--- src/rtl/cps_pkg.sv ---
package cps_pkg;

  typedef enum logic [2:0] {
    ST_SCAN    = 3'd0,
    ST_NP_WAIT = 3'd1,
    ST_NP_LOCK = 3'd2,
    ST_PW_WAIT = 3'd3,
    ST_PW_LOCK = 3'd4
  } cam_st_e;

  typedef struct packed {
    logic amber;
    logic green;
    logic pwr;
  } ind_t;

  function automatic logic is_locked(cam_st_e s);
    return (s == ST_NP_LOCK) || (s == ST_PW_LOCK);
  endfunction

  function automatic logic is_flashing(cam_st_e s);
    return (s == ST_NP_WAIT) || (s == ST_PW_WAIT);
  endfunction

  // Output decode: ph is the flash phase (1 = lit)
  function automatic ind_t drive_of(cam_st_e s, logic ph);
    ind_t d;
    d = '0;
    case (s)
      ST_NP_WAIT: d.amber = ph;
      ST_NP_LOCK: d.amber = 1'b1;
      ST_PW_WAIT: begin d.green = ph;   d.pwr = 1'b1; end
      ST_PW_LOCK: begin d.green = 1'b1; d.pwr = 1'b1; end
      default:    d = '0;
    endcase
    return d;
  endfunction

  // Next state: shorted flag has priority over powered sense
  function automatic cam_st_e next_state(cam_st_e s, logic sh, logic pw, logic ck);
    cam_st_e n;
    n = s;
    case (s)
      ST_SCAN: begin
        if (sh)      n = ST_NP_WAIT;
        else if (pw) n = ST_PW_WAIT;
      end
      ST_NP_WAIT: if (ck)  n = ST_NP_LOCK;
      ST_PW_WAIT: if (ck)  n = ST_PW_LOCK;
      ST_NP_LOCK: if (!ck) n = ST_SCAN;
      ST_PW_LOCK: if (!ck) n = ST_SCAN;
      default:    n = ST_SCAN;
    endcase
    return n;
  endfunction

  // Debounce counter step: returns 1 when the threshold is reached
  function automatic logic deb_done(int unsigned cnt, int unsigned limit);
    return cnt == (limit - 1);
  endfunction

endpackage

--- src/rtl/cps_sense_filter.sv ---
module cps_sense_filter #(
  parameter int SYNC_STAGES = 2,
  parameter int DEB_CYC     = 8
) (
  input  logic clk,
  input  logic rst_n,
  input  logic raw_i,
  output logic level_o
);
  import cps_pkg::*;

  localparam int CW = $clog2(DEB_CYC + 1);

  logic [SYNC_STAGES-1:0] chain_q;
  logic [CW-1:0]          cnt_q;
  logic                   sync_w;
  logic                   differ_w;
  logic                   accept_w;

  always_ff @(posedge clk or negedge rst_n) begin
    if (!rst_n) chain_q <= '0;
    else        chain_q <= {chain_q[SYNC_STAGES-2:0], raw_i};
  end

  assign sync_w   = chain_q[SYNC_STAGES-1];
  assign differ_w = (sync_w != level_o);
  assign accept_w = differ_w && deb_done(int'(cnt_q), DEB_CYC);

  always_ff @(posedge clk or negedge rst_n) begin
    if (!rst_n) begin
      cnt_q   <= '0;
      level_o <= 1'b0;
    end else if (!differ_w) begin
      cnt_q   <= '0;
    end else if (accept_w) begin
      cnt_q   <= '0;
      level_o <= sync_w;
    end else begin
      cnt_q   <= cnt_q + 1'b1;
    end
  end

  AST_DEB_FOLLOWS_SYNC: assert property (@(posedge clk) disable iff (!rst_n)
    (level_o != $past(level_o)) |-> (level_o == $past(sync_w)));
  AST_DEB_FULL_COUNT: assert property (@(posedge clk) disable iff (!rst_n)
    (level_o != $past(level_o)) |-> ($past(cnt_q) == CW'(DEB_CYC - 1)));

endmodule

--- src/rtl/cps_clk_monitor.sv ---
module cps_clk_monitor #(
  parameter int SYNC_STAGES = 2,
  parameter int CLK_TIMEOUT = 1024
) (
  input  logic clk,
  input  logic rst_n,
  input  logic pix_clk_i,
  output logic edge_o,
  output logic valid_o
);
  localparam int IW = $clog2(CLK_TIMEOUT + 1);

  logic [SYNC_STAGES:0] chain_q;
  logic [IW-1:0]        idle_q;
  logic                 expire_w;

  always_ff @(posedge clk or negedge rst_n) begin
    if (!rst_n) chain_q <= '0;
    else        chain_q <= {chain_q[SYNC_STAGES-1:0], pix_clk_i};
  end

  assign edge_o   = chain_q[SYNC_STAGES-1] & ~chain_q[SYNC_STAGES];
  assign expire_w = (idle_q == IW'(CLK_TIMEOUT - 1));

  always_ff @(posedge clk or negedge rst_n) begin
    if (!rst_n) begin
      idle_q  <= '0;
      valid_o <= 1'b0;
    end else if (edge_o) begin
      idle_q  <= '0;
      valid_o <= 1'b1;
    end else if (valid_o) begin
      if (expire_w) begin
        valid_o <= 1'b0;
        idle_q  <= '0;
      end else begin
        idle_q  <= idle_q + 1'b1;
      end
    end
  end

  AST_EDGE_VALIDATES: assert property (@(posedge clk) disable iff (!rst_n)
    edge_o |=> valid_o);
  AST_TIMEOUT_DROPS: assert property (@(posedge clk) disable iff (!rst_n)
    (valid_o && !edge_o && expire_w) |=> !valid_o);

endmodule

--- src/rtl/cps_flasher.sv ---
module cps_flasher #(
  parameter int FLASH_HALF = 25_000_000
) (
  input  logic clk,
  input  logic rst_n,
  input  logic en_i,
  output logic phase_o
);
  localparam int FW = $clog2(FLASH_HALF + 1);

  logic [FW-1:0] cnt_q;
  logic          wrap_w;

  assign wrap_w = (cnt_q == FW'(FLASH_HALF - 1));

  always_ff @(posedge clk or negedge rst_n) begin
    if (!rst_n) begin
      cnt_q   <= '0;
      phase_o <= 1'b1;
    end else if (!en_i) begin
      cnt_q   <= '0;
      phase_o <= 1'b1;
    end else if (wrap_w) begin
      cnt_q   <= '0;
      phase_o <= ~phase_o;
    end else begin
      cnt_q   <= cnt_q + 1'b1;
    end
  end

  AST_FLASH_HALF_PERIOD: assert property (@(posedge clk) disable iff (!rst_n)
    (en_i && $past(en_i) && (phase_o != $past(phase_o))) |-> ($past(cnt_q) == FW'(FLASH_HALF - 1)));

endmodule

--- src/rtl/cps_status_ctrl.sv ---
module cps_status_ctrl #(
  parameter int SYNC_STAGES = 2,
  parameter int DEB_CYC     = 8,
  parameter int CLK_TIMEOUT = 1024,
  parameter int FLASH_HALF  = 25_000_000
) (
  input  logic clk,
  input  logic rst_n,
  input  logic short_sense_i,
  input  logic pwr_sense_i,
  input  logic pix_clk_i,
  output logic amber_o,
  output logic green_o,
  output logic pwr_en_o
);
  import cps_pkg::*;

  cam_st_e st_q;
  cam_st_e st_d;
  logic    short_f;
  logic    pwr_f;
  logic    clk_ok;
  logic    pix_edge;
  logic    flash_ph;
  logic    evt_clk_lost;
  ind_t    drv;

  cps_sense_filter #(.SYNC_STAGES(SYNC_STAGES), .DEB_CYC(DEB_CYC)) u_short (
    .clk(clk), .rst_n(rst_n), .raw_i(short_sense_i), .level_o(short_f));

  cps_sense_filter #(.SYNC_STAGES(SYNC_STAGES), .DEB_CYC(DEB_CYC)) u_pwr (
    .clk(clk), .rst_n(rst_n), .raw_i(pwr_sense_i), .level_o(pwr_f));

  cps_clk_monitor #(.SYNC_STAGES(SYNC_STAGES), .CLK_TIMEOUT(CLK_TIMEOUT)) u_clkmon (
    .clk(clk), .rst_n(rst_n), .pix_clk_i(pix_clk_i), .edge_o(pix_edge), .valid_o(clk_ok));

  cps_flasher #(.FLASH_HALF(FLASH_HALF)) u_flash (
    .clk(clk), .rst_n(rst_n), .en_i(is_flashing(st_q)), .phase_o(flash_ph));

  assign st_d         = next_state(st_q, short_f, pwr_f, clk_ok);
  assign evt_clk_lost = is_locked(st_q) && !clk_ok;

  always_ff @(posedge clk or negedge rst_n) begin
    if (!rst_n) st_q <= ST_SCAN;
    else        st_q <= st_d;
  end

  assign drv      = drive_of(st_q, flash_ph);
  assign amber_o  = drv.amber;
  assign green_o  = drv.green;
  assign pwr_en_o = drv.pwr;

  AST_SCAN_DARK: assert property (@(posedge clk) disable iff (!rst_n)
    (st_q == ST_SCAN) |-> (!amber_o && !green_o && !pwr_en_o));
  AST_SHORT_WINS: assert property (@(posedge clk) disable iff (!rst_n)
    (st_q == ST_SCAN && short_f) |=> (!pwr_en_o && st_q == ST_NP_WAIT));
  AST_PWR_AFTER_SENSE: assert property (@(posedge clk) disable iff (!rst_n)
    (st_q == ST_SCAN && !short_f && pwr_f) |=> pwr_en_o);
  AST_LOSS_TO_SCAN: assert property (@(posedge clk) disable iff (!rst_n)
    evt_clk_lost |=> (st_q == ST_SCAN && !pwr_en_o));
  AST_WAIT_HOLDS: assert property (@(posedge clk) disable iff (!rst_n)
    (is_flashing(st_q) && !clk_ok) |=> $stable(st_q));
  AST_COLOURS_EXCL: assert property (@(posedge clk) disable iff (!rst_n)
    !(amber_o && green_o));

endmodule

--- config.mk ---
export PLATFORM = sky130hd
export DESIGN_NAME = cps_status_ctrl
export DESIGN_NICKNAME = d
export VERILOG_FILES = /design/src/rtl/cps_pkg.sv /design/src/rtl/cps_sense_filter.sv /design/src/rtl/cps_clk_monitor.sv /design/src/rtl/cps_flasher.sv /design/src/rtl/cps_status_ctrl.sv
export SDC_FILE = /design/constraint.sdc
export NUM_CORES = 1
export LEC_CHECK = 0
export BUFFER_PORTS_ARGS = -buffer_cell sky130_fd_sc_hd__buf_2
export CORE_ASPECT_RATIO = 2
export CORE_UTILIZATION = 51
export DETAILED_ROUTE_END_ITERATION = 7
export PLACE_DENSITY = 0.67
export REMOVE_ABC_BUFFERS = 1
export SETUP_SLACK_MARGIN = 0.05
export SYNTH_ARGS = -nofsm -noshare
export SYNTH_HDL_FRONTEND = slang
export SYNTH_SLANG_ARGS = --single-unit
--- constraint.sdc ---
create_clock -name clk -period 2.28 [get_ports clk]
set_clock_uncertainty 0.15 [all_clocks]
set_input_delay 0.684 -clock clk [delete_from_list [all_inputs] [get_ports clk]]
set_output_delay 0.684 -clock clk [all_outputs]
set_load 0.02 [all_outputs]
==> summary.md, run 1 <==
| Metric | Value |
|---|---|
| Outcome | finished, final reports clean |
| GR Util met2 | approximately two fifths |
| Fin nets | 286 |
| Layout Cells excl Fill | 340 |
| DIE HEIGHT | 105.4 microns |
| Starting Density | 53.08% |
| Required time of the critical path | between 1000 and 1500 ps |
| PD cells | 941.2 mW/mm^2 |
| Vias | 2040 |
| Diodes inserted | 0 |
| RSZ-0062 raised after global routing | true |
| Period utilization | 99.46% |
| Critical Path Max Stage Delay | about 530 ps |
| Grt ovf | 0 |
| Clock Latency Late Sink | 340 ps |
| Critical path's slowest cell | dfstp_2 |
| CP Cell Sequence | nand2_1, mux2_4, nor2_4, buf_6 |
| Detailed Routing Iterations Pass 1 | 4 |
| Slew @ Worst Pin | 595.2 ps |
| Setup slack, reg-to-reg | 260 ps |
| Total Routing Usage GR | 22.60% |
| Syn Area/Cell | approximately 10 sq um |
| Worst relative slew slack | 60.32% |
| DR vias/cell | 6.000 |
| Residual DRC | 0 |
| Synth cell types | 43 |
| Pleak | 0.001285 uW |
| Synth Instances | 261 |
| Routed WL | around 5.4 mm |
| Initial antenna violation count | 0 |
| Clock buffer depth | 2 |
| Max IR drop VDD | 0.9202 mV |
| Final setup violation count | 0 |
| Worst hold path class | input pin to async pin |
| Tot Pwr | 2925 uW |
| Cell count after placement | 322 |
| Critical Path Source | u_flash.phase_o |
| Final Max Slew Viols | 0 |
| Peak Freq | between 0.4 and 0.5 GHz |
| Synth Register Bits | between 50 and 60 |
| WL/cell | 15.94 microns |
| Clock sinks | 58 |
| Post-synthesis sequential area ratio | 53.26% |
| Clk slew on worst S/H paths | 60 ps |
| Met1 Use GR | 22.25% |
| Post-route minimum period | between 2000 and 2500 ps |
| Area grow syn2layout | 13.94% |
| Largest net degree at the start of global routing | 59 |
| M3 GR Usage | 6.061% |
| Vias in the first global route | 2004 |
| Routability congestion estimate | 0.7665 |
| Mapped cell area | 0.002728 sq mm |
| Crit start category | flip-flop |
| Share of cells above drive strength 1 | around 15% |
| CTS tree | done |
| Peak fanout along the critical path | 2 |
| Critical Path End Type | primary output |
| Yosys Warn Count | 0 |
| Grt peak-use layer | met2 |
| Global-route wire length before repair | ~8.9 mm |
| Io pins | 8 |
| Die ar. | 0.005662 sq mm |
| CP Class | flip-flop to primary output |
| Fin. Hold Viols | 0 |
| Util after Layout | roughly three fifths |
| Core Box Area | 0.005139 sq mm |
| Post-DP HPWL | 3.605 mm |
| Die Wd | 53.71 microns |
| Num CTS Buffers | 9 |
| R2r startpoint | u_flash.cnt_q[0] |
| Max-Cap Viols | 0 |
| # H-tree levels | 3 |
| Rows | 37 |
| Post-route antenna net violation count | 0 |
| IO buf count | 7 |
| DR iter-0 viols | 33 |
| Root buffer cell | clkbuf_8 |
| Crit path DAT | 1430 ps |
## worst paths after layout
check | endpoint | cells past startpoint
setup reg to reg | u_flash.cnt_q[13] | 6
min in group clk | u_pwr.chain_q[1] | 0
hold / removal | u_short.level_o | 2
setup / recovery | amber_o | 4
max in group asynchronous | u_flash.phase_o | 2
hold reg to reg | u_pwr.chain_q[1] | 0
## layout make-up
| cell class | instances | area, sq um |
|---|---|---|
| Tap cell | 58 | 72.57 |
| Timing Repair Buffer | 13 | 117.6 |
| Multi-Input combinational cell | 192 | 1244 |
| Fill cell | 428 | 2031 |
| Clock inverter | 2 | 35.03 |
| Clock buffer | 14 | 172.7 |
| Sequential cell | 58 | 1455 |
| Inverter | 3 | 11.26 |
## metrics by stage
step                setup slack (ps)  setup TNS, ps  hold slack, ps  cell area [sq um]
floorplan                      187.5              0           181.2               2688
global placement               331.5              0           181.6               2850
detailed placement             277.0              0           184.7               2850
CTS                            8.955              0           182.2               3079
global route                  -48.70         -48.70           193.4               3108
finish                         12.23              0           179.1               3108
## state kept, by name, summed over array words and instances, names as in the netlist
name	cells
st_q	3
u_flash.cnt_q	25
u_clkmon.chain_q	3
u_short.cnt_q	4
u_flash.phase_o	1
u_short.level_o	1
u_clkmon.idle_q	11
u_pwr.level_o	1
u_pwr.chain_q	2
u_short.chain_q	2
u_clkmon.valid_o	1
u_pwr.cnt_q	4
## cell usage in the layout, fill, tap and decap left out, types with 6 or more instances in the layout
cell and count:
xnor2_1 9, nand4_1 11, nand3_1 14, clkbuf_8 12, or4_1 7, nor3_1 6, nand2_1 18, o31ai_1 7
nor2_1 29, a21oi_1 17, xor2_1 12, dfrtp_1 55
## critical path: cells and delay by family, from the launching register on
| kind | cells | cell delay, ps |
|---|---|---|
| buffers and inverters | 1 | 120 |
| flip-flops | 1 | 530 |
| multiplexers | 1 | 280 |
| AND/OR/NAND/NOR | 2 | 160 |
## synth_stat cells, drive strengths merged
cell type,instances,area [sq um]
nand2b,4,25.02
mux2,3,33.78
a21oi,17,85.08
nand2,18,67.56
o31ai,8,73.82
a21o,1,7.510
nor3,6,30.03
a21bo,1,10.01
a32o,1,10.01
and3,3,18.77
nand4,12,81.33
nor4,4,25.02
or4,8,63.81
or3,3,18.77
and2,4,25.02
clkbuf,5,20.01
or4b,1,10.01
a221oi,1,8.760
dfrtp,57,1426
xor2,12,105.1
nor2b,4,25.02
xnor2,9,78.83
a41oi,1,8.760
ha,4,50.05
a22o,1,8.760
and4,6,55.05
dfstp,1,26.28
nand3b,3,22.52
buf,3,20.01
a31oi,1,6.260
nor2,30,112.6
o21ai,5,25.02
nor3b,1,7.510
a311oi,5,43.79
inv,3,11.26
nand3,15,80.08
## routing by layer
layer	vias up	share of wire [%]
met1	1002	39
li1	992	-
met3	14	2.8
met2	32	55
met5	-	0
met4	0	2.7
## where the power goes
group / switching [uW] / total (uW) / leakage [uW] / internal (uW)
clock network: 385 / 978 / 0.000107 / 593
registers: 147 / 1310 / 0.000768 / 1160
logic: 318 / 643 / 0.000409 / 325
## cells by family after synthesis
| logic type | share of synthesized area, % |
|---|---|
| AND/OR/NAND/NOR | 24.50 |
| flip-flops | 53.26 |
| AO/OA/AOI/OAI | 10.55 |
| XOR/XNOR | 6.743 |
| buffers and inverters | 1.880 |
| adder cells (fa/ha/maj) | 1.835 |
| multiplexers | 1.238 |
## what timing repair did
action	CTS	global route
pin swaps	0	2
endpoints found under the setup margin	3	3
setup buffers	2	1
hold buffers	0	0
resized for setup	3	9
Note: power is estimated with default switching activity, not from simulation.
==> run 2, diff against run 1 <==
MAX_ROUTING_LAYER = met4   (was default)
==> run 2 against run 1 <==
  * Highest routed layer unchanged
  * Flip-flop and latch count is the same
  * Cell area is the same
  * Non-clock buffer count unchanged
  * Global-route usage up 0.54 points
==> summary.md, run 2 (synthesis gave the netlist of run 1 again) <==
| Metric | Value |
|---|---|
| Outcome | finished, final reports clean |
| Clock buffer depth | 2 (unchanged) |
| DR iter-0 viols | 39 (+18%) |
| Max IR drop VDD | 0.9197 mV (about the same) |
| Reg power frac | 44.6% (about the same) |
| Routability congestion estimate | 0.7767 (+1.3%) |
| Critical path's slowest cell | dfstp_2 |
| Fill cell count | 428 (unchanged) |
| Core Box Area | 0.005139 sq mm (unchanged) |
| Pleak | 0.001285 uW (unchanged) |
| Clock share of power | 33.4% (about the same) |
| Routed WL | 5.410 mm (-0.15%) |
| Fin. Hold Viols | 0 (unchanged) |
| Crit start category | flip-flop |
| Num CTS Buffers | 9 (unchanged) |
| Internal power | 2076 uW (about the same) |
| DIE HEIGHT | 105.4 microns (unchanged) |
| Detailed Routing Iterations Pass 1 | 4 (unchanged) |
| Period utilization | 99.49% (about the same) |
| Max reg flops | 25 (unchanged) |
| Grt ovf | 0 (unchanged) |
| CTS tree | done |
| Area grow syn2layout | 13.94% (unchanged) |
| Share of cells above drive strength 1 | 14.89% (unchanged) |
| Vias in the first global route | 2000 (-0.20%) |
| Top Registers | u_flash.cnt_q: 25 flops, u_clkmon.idle_q: 11 flops |
| Post-route antenna net violation count | 0 (unchanged) |
| Starting Density | 53.08% (unchanged) |
| Crit path DAT | 1430 ps (about the same) |
| Diodes inserted | 0 (unchanged) |
| Fin nets | 286 (unchanged) |
| CP bufs+invs | 1 (unchanged) |
| Initial antenna violation count | 0 (unchanged) |
| Global-route wire length before repair | 8.921 mm (+0.30%) |
| Worst relative slew slack | 60.39% (+0.067 points) |
| Final Max Slew Viols | 0 (unchanged) |
| Clock Latency Late Sink | 340 ps (about the same) |
| PD cells | 940.4 mW/mm^2 (about the same) |
| # H-tree levels | 3 (unchanged) |
| Critical Path Max Stage Delay | 530 ps (about the same) |
| Residual DRC | 0 (unchanged) |
| Die Wd | 53.71 microns (unchanged) |
| Slew @ Worst Pin | 594.2 ps (-1.009 ps) |
| Peak Freq | 0.4408 GHz (about the same) |
| Die ar. | 0.005662 sq mm (unchanged) |
| Worst hold path class | input pin to async pin |
| Combinational share of power | 21.9% (about the same) |
| Clock sinks | 58 (unchanged) |
| CP Class | flip-flop to primary output |
| Required time of the critical path | 1450 ps (about the same) |
| Commonest non-fill, non-tap cell in the layout | dfrtp_1 |
| Root buffer cell | clkbuf_8 |
| Max-Cap Viols | 0 (unchanged) |
| CP Cell Sequence | nand2_1, mux2_4, nor2_4, buf_6 |
| Io pins | 8 (unchanged) |
| CP top delay family | flip-flops |
| Total Routing Usage GR | 23.14% (+0.54 points) |
| Final setup violation count | 0 (unchanged) |
| Net Sw Frac | 28.98% (-0.060 points) |
| Post-route minimum period | 2268 ps (+0.5831 ps) |
| Psw | 847.0 uW (-0.29%) |
| Tot Pwr | 2923 uW (about the same) |
| Hold bufs inserted after CTS | 0 (unchanged) |
| Clk slew on worst S/H paths | 60 ps (about the same) |
| Rows | 37 (unchanged) |
| WL/cell | 15.91 microns (-0.15%) |
| Largest net degree at the start of global routing | 59 (unchanged) |
| Most flop-heavy register | u_flash.cnt_q |
| Peak fanout along the critical path | 2 (unchanged) |
| Vias | 2026 (-0.69%) |
| IO buf count | 7 (unchanged) |
| Most frequent cells in the layout | dfrtp_1, nor2_1, nand2_1 |
| DR vias/cell | 5.959 (-0.69%) |
| Critical Path End Type | primary output |
| Util after Layout | 60.48% (unchanged) |
| RSZ-0062 raised after global routing | true |
| Post-DP HPWL | 3.605 mm (unchanged) |
-- run 2: path summary, 6_finish.rpt --
path | start | to | slack (ps) | cells after the start
max | u_flash.phase_o | amber_o | 10 | 4
min | rst_n | u_short.level_o | 180 | 2
max in group asynchronous | rst_n | u_flash.phase_o | 1500 | 2
max reg2reg | u_flash.cnt_q[0] | u_flash.cnt_q[13] | 250 | 6
min reg2reg | u_pwr.chain_q[0] | u_pwr.chain_q[1] | 190 | 0
min in group clk | u_pwr.chain_q[0] | u_pwr.chain_q[1] | 190 | 0
-- run 2: power groups by stage --
stage	sequential (uW)	combinational (uW)	clock, uW
detailed placement	1310	554	0
floorplan	1270	377	0
global placement	1300	548	0
CTS	1290	585	1010
finish	1300	641	977
global route	1320	714	1050
-- run 2: stage by stage --
step                      hold slack (ps)  cell area (sq um)  setup TNS (ps)  setup WS [ps]  cells
after floorplan                     181.2               2688               0          187.5    253
after global placement              181.6               2850               0          331.5    322
after detailed placement            184.7               2850               0          277.0    322
after CTS                           182.2               3079               0          8.955    340
after global routing                194.2               3108          -47.64         -47.64    340
final                               183.4               3108               0          11.65    340
-- run 2: layout make-up --
class | instances | area, sq um | area share [%]
flip-flops and latches | 58 | 1455 | 46.82
clock inverters | 2 | 35.03 | 1.127
repair buffers | 13 | 117.6 | 3.784
clock buffers | 14 | 172.7 | 5.556
well taps | 58 | 72.57 | 2.335
inverters | 3 | 11.26 | 0.3623
multi-input cells | 192 | 1244 | 40.02
-- run 2: routing by layer --
layer / global-route usage [%] / routed length (microns) / up-vias
met5: - / 0 / -
met4: 13.91 / 138 / 0
met3: 6.494 / 127 / 12
met2: 38.36 / 3013 / 20
met1: 22.35 / 2131 / 1004
li1: - / - / 990
-- run 2: worst register-to-register path, cell delays in order, from the launching register on --
cell and delay [ps]:
dfrtp_1 380, ha_1 250, and4_1 310, nand4_1 210
o31ai_4 340, buf_12 200, a21oi_1 70
-- run 2: repair_timing --
item,4_1_cts,5_1_grt
buffers inserted,2,1
gates cloned,0,0
resized for setup,3,9
pin swaps,0,2
setup endpoints to repair,3,3
==> run 3, diff against run 2 <==
clock period = 2.6 ns   (was 2.28 ns; I/O delays follow)
==> run 3 against run 2 <==
  * Sequential share of layout area rose by 1.2 points
  * Combinational power fell by 29%
  * Via count fell by 1.8%
  * Flip-flop and latch count did not move
  * Critical path depth fell by 1
  * Power fell by 18%
  * Global-route usage barely moved
  * Register-to-register slack improved by 280 ps
  * Non-clock buffer count fell by 2
  * Clock-buffer cell count fell by 2
  * Wire length fell by 0.30%
  * Cell count fell by 0.88%
  * Critical path type unchanged
==> summary.md, run 3 (synthesis gave the netlist of run 1 again) <==
| Metric | Value |
|---|---|
| Outcome | finished, final reports clean |
| Worst hold path class | flip-flop to flip-flop |
| Peak fanout along the critical path | 8 (+6) |
| CTS tree | done |
| Num CTS Buffers | 9 (unchanged) |
| Post-route cell area | 0.003025 sq mm (-2.7%) |
| PD cells | 789.7 mW/mm^2 (-16%) |
| Crit path DAT | 1500 ps (+70 ps) |
| CP Class | flip-flop to primary output |
| Vias | 1990 (-1.8%) |
| Postcts setup bufs | 0 (-2) |
| Residual DRC | 0 (unchanged) |
| Initial antenna violation count | 0 (unchanged) |
| Clk slew on worst S/H paths | 70 ps (about the same) |
| Root buffer cell | clkbuf_8 |
| # H-tree levels | 3 (unchanged) |
| Most flop-heavy register | u_flash.cnt_q |
| WHS | 192.2 ps (+8.875 ps) |
| Post-route minimum period | between 2000 and 2500 ps |
| Routability congestion estimate | 0.7913 (+1.9%) |
| Routed WL | 5.394 mm (-0.30%) |
| Fin nets | 284 (-0.70%) |
| Max-Cap Viols | 0 (unchanged) |
| Critical Path End Type | primary output |
| Final Max Slew Viols | 0 (unchanged) |
| Core Box Area | 0.005139 sq mm (unchanged) |
| DIE HEIGHT | 105.4 microns (unchanged) |
| Layout Cells excl Fill | 337 (-0.88%) |
| Clock buffer depth | 2 (unchanged) |
| Pleak | 0.001245 uW (-3.0%) |
| Slew @ Worst Pin | 599.0 ps (+4.845 ps) |
| Io pins | 8 (unchanged) |
| Max IR drop VDD | 0.5194 mV (-44%) |
| Required time of the critical path | 1670 ps (+220 ps) |
| Post-route antenna net violation count | 0 (unchanged) |
| Detailed Routing Iterations Pass 1 | 6 (+2) |
| Fin. Hold Viols | 0 (unchanged) |
| Worst relative slew slack | 60.07% (-0.32 points) |
| Crit start category | flip-flop |
| Top Registers | u_flash.cnt_q: 25 flops, u_clkmon.idle_q: 11 flops |
| Hold bufs inserted after CTS | 0 (unchanged) |
| Setup slack, reg-to-reg | 530 ps (+280 ps) |
| Largest net degree at the start of global routing | 26 (-56%) |
| Grt ovf | 0 (unchanged) |
| Cell count after placement | 322 (unchanged) |
| Final setup violation count | 0 (unchanged) |
| Area grow syn2layout | 10.92% |
| Max reg flops | 25 (unchanged) |
| Share of cells above drive strength 1 | 12.54% (-2.3 points) |
| Post-DP HPWL | 3.712 mm (+3.0%) |
| Clock Latency Late Sink | 350 ps (about the same) |
| Post-placement cell area | 0.002838 sq mm (-0.44%) |
| Commonest non-fill, non-tap cell in the layout | dfrtp_1 |
| RSZ-0062 raised after global routing | false |
| DR vias/cell | 5.905 (-0.90%) |
| Util after Layout | 58.88% (-1.6 points) |
| Reg area | 0.001453 sq mm (-0.17%) |
| Most frequent cells in the layout | dfrtp_1, nor2_1, nand2_1 |
| IO buf count | 7 (unchanged) |
| Die Wd | 53.71 microns (unchanged) |
| Starting Density | 53.08% (unchanged) |
| DR iter-0 viols | 41 (+5.1%) |
| Rows | 37 (unchanged) |
| Diodes inserted | 0 (unchanged) |
| Total Routing Usage GR | 23.10% (-0.036 points) |
| Die ar. | 0.005662 sq mm (unchanged) |
| CTS resizes | 0 (-3) |
| Area of the multi-input gates | 0.001226 sq mm (-1.4%) |
| Period utilization | 93.43% |
| Setup tns final | 0 ps (unchanged) |
| Fill cell count | 450 (+5.1%) |
| Clock sinks | 58 (unchanged) |
| WL/cell | 16.01 microns (+0.59%) |
| Global-route wire length before repair | 8.990 mm (+0.77%) |
| Vias in the first global route | 2017 (+0.85%) |
| Peak Freq | 0.4117 GHz |
run 3: cell count changes in the layout (fill, tap and decap cells not counted), moves of 2 or more:
cell      change
buf_2         +2
dfrtp_1       +2
dfrtp_2       -2
clkbuf_8      -2
buf_6         -2
run 3: worst max-delay path, stage by stage, from the launching register on:
cell	delay [ps]
dfrtp_1	480
nor2b_2	310
a22o_1	200
buf_2	160
run 3: layer usage:
metal  global-route usage, %  wire, microns  up-vias
met5                       -              0        -
met4                   11.84            123        0
met3                   7.359            130       13
met2                   37.21           2905       25
met1                   23.95           2234      975
li1                        -              -      977
run 3: path summary, 6_finish.rpt:
check,from,to,cells after the start
max in group asynchronous,rst_n,u_short.cnt_q[0],2
hold reg to reg,u_pwr.chain_q[0],u_pwr.chain_q[1],0
min in group asynchronous,rst_n,u_clkmon.idle_q[8],1
setup reg to reg,u_flash.cnt_q[0],u_flash.cnt_q[6],6
setup / recovery,st_q[0],pwr_en_o,3
hold / removal,u_pwr.chain_q[0],u_pwr.chain_q[1],0
run 3: cell type report:
type | count | area share (%)
clock inverters | 3 | 1.323
repair buffers | 11 | 2.564
clock buffers | 12 | 4.797
well taps | 58 | 2.399
flip-flops and latches | 58 | 48.01
multi-input cells | 192 | 40.53
inverters | 3 | 0.3722
run 3: report_power, final:
group	leakage (uW)	internal, uW	switching (uW)	total (uW)
logic	0.000378	197	258	456
registers	0.000772	1010	125	1140
clock network	0.0000962	460	335	796
run 3: per-stage QoR:
| step | total power [uW] | setup slack, ps |
|---|---|---|
| finish | 2389 | 170.8 |
| global route | 2538 | 91.93 |
| CTS | 2409 | 78.63 |
| detailed placement | 1605 | 459.8 |
| global placement | 1592 | 476.3 |
| floorplan | 1446 | 507.5 |
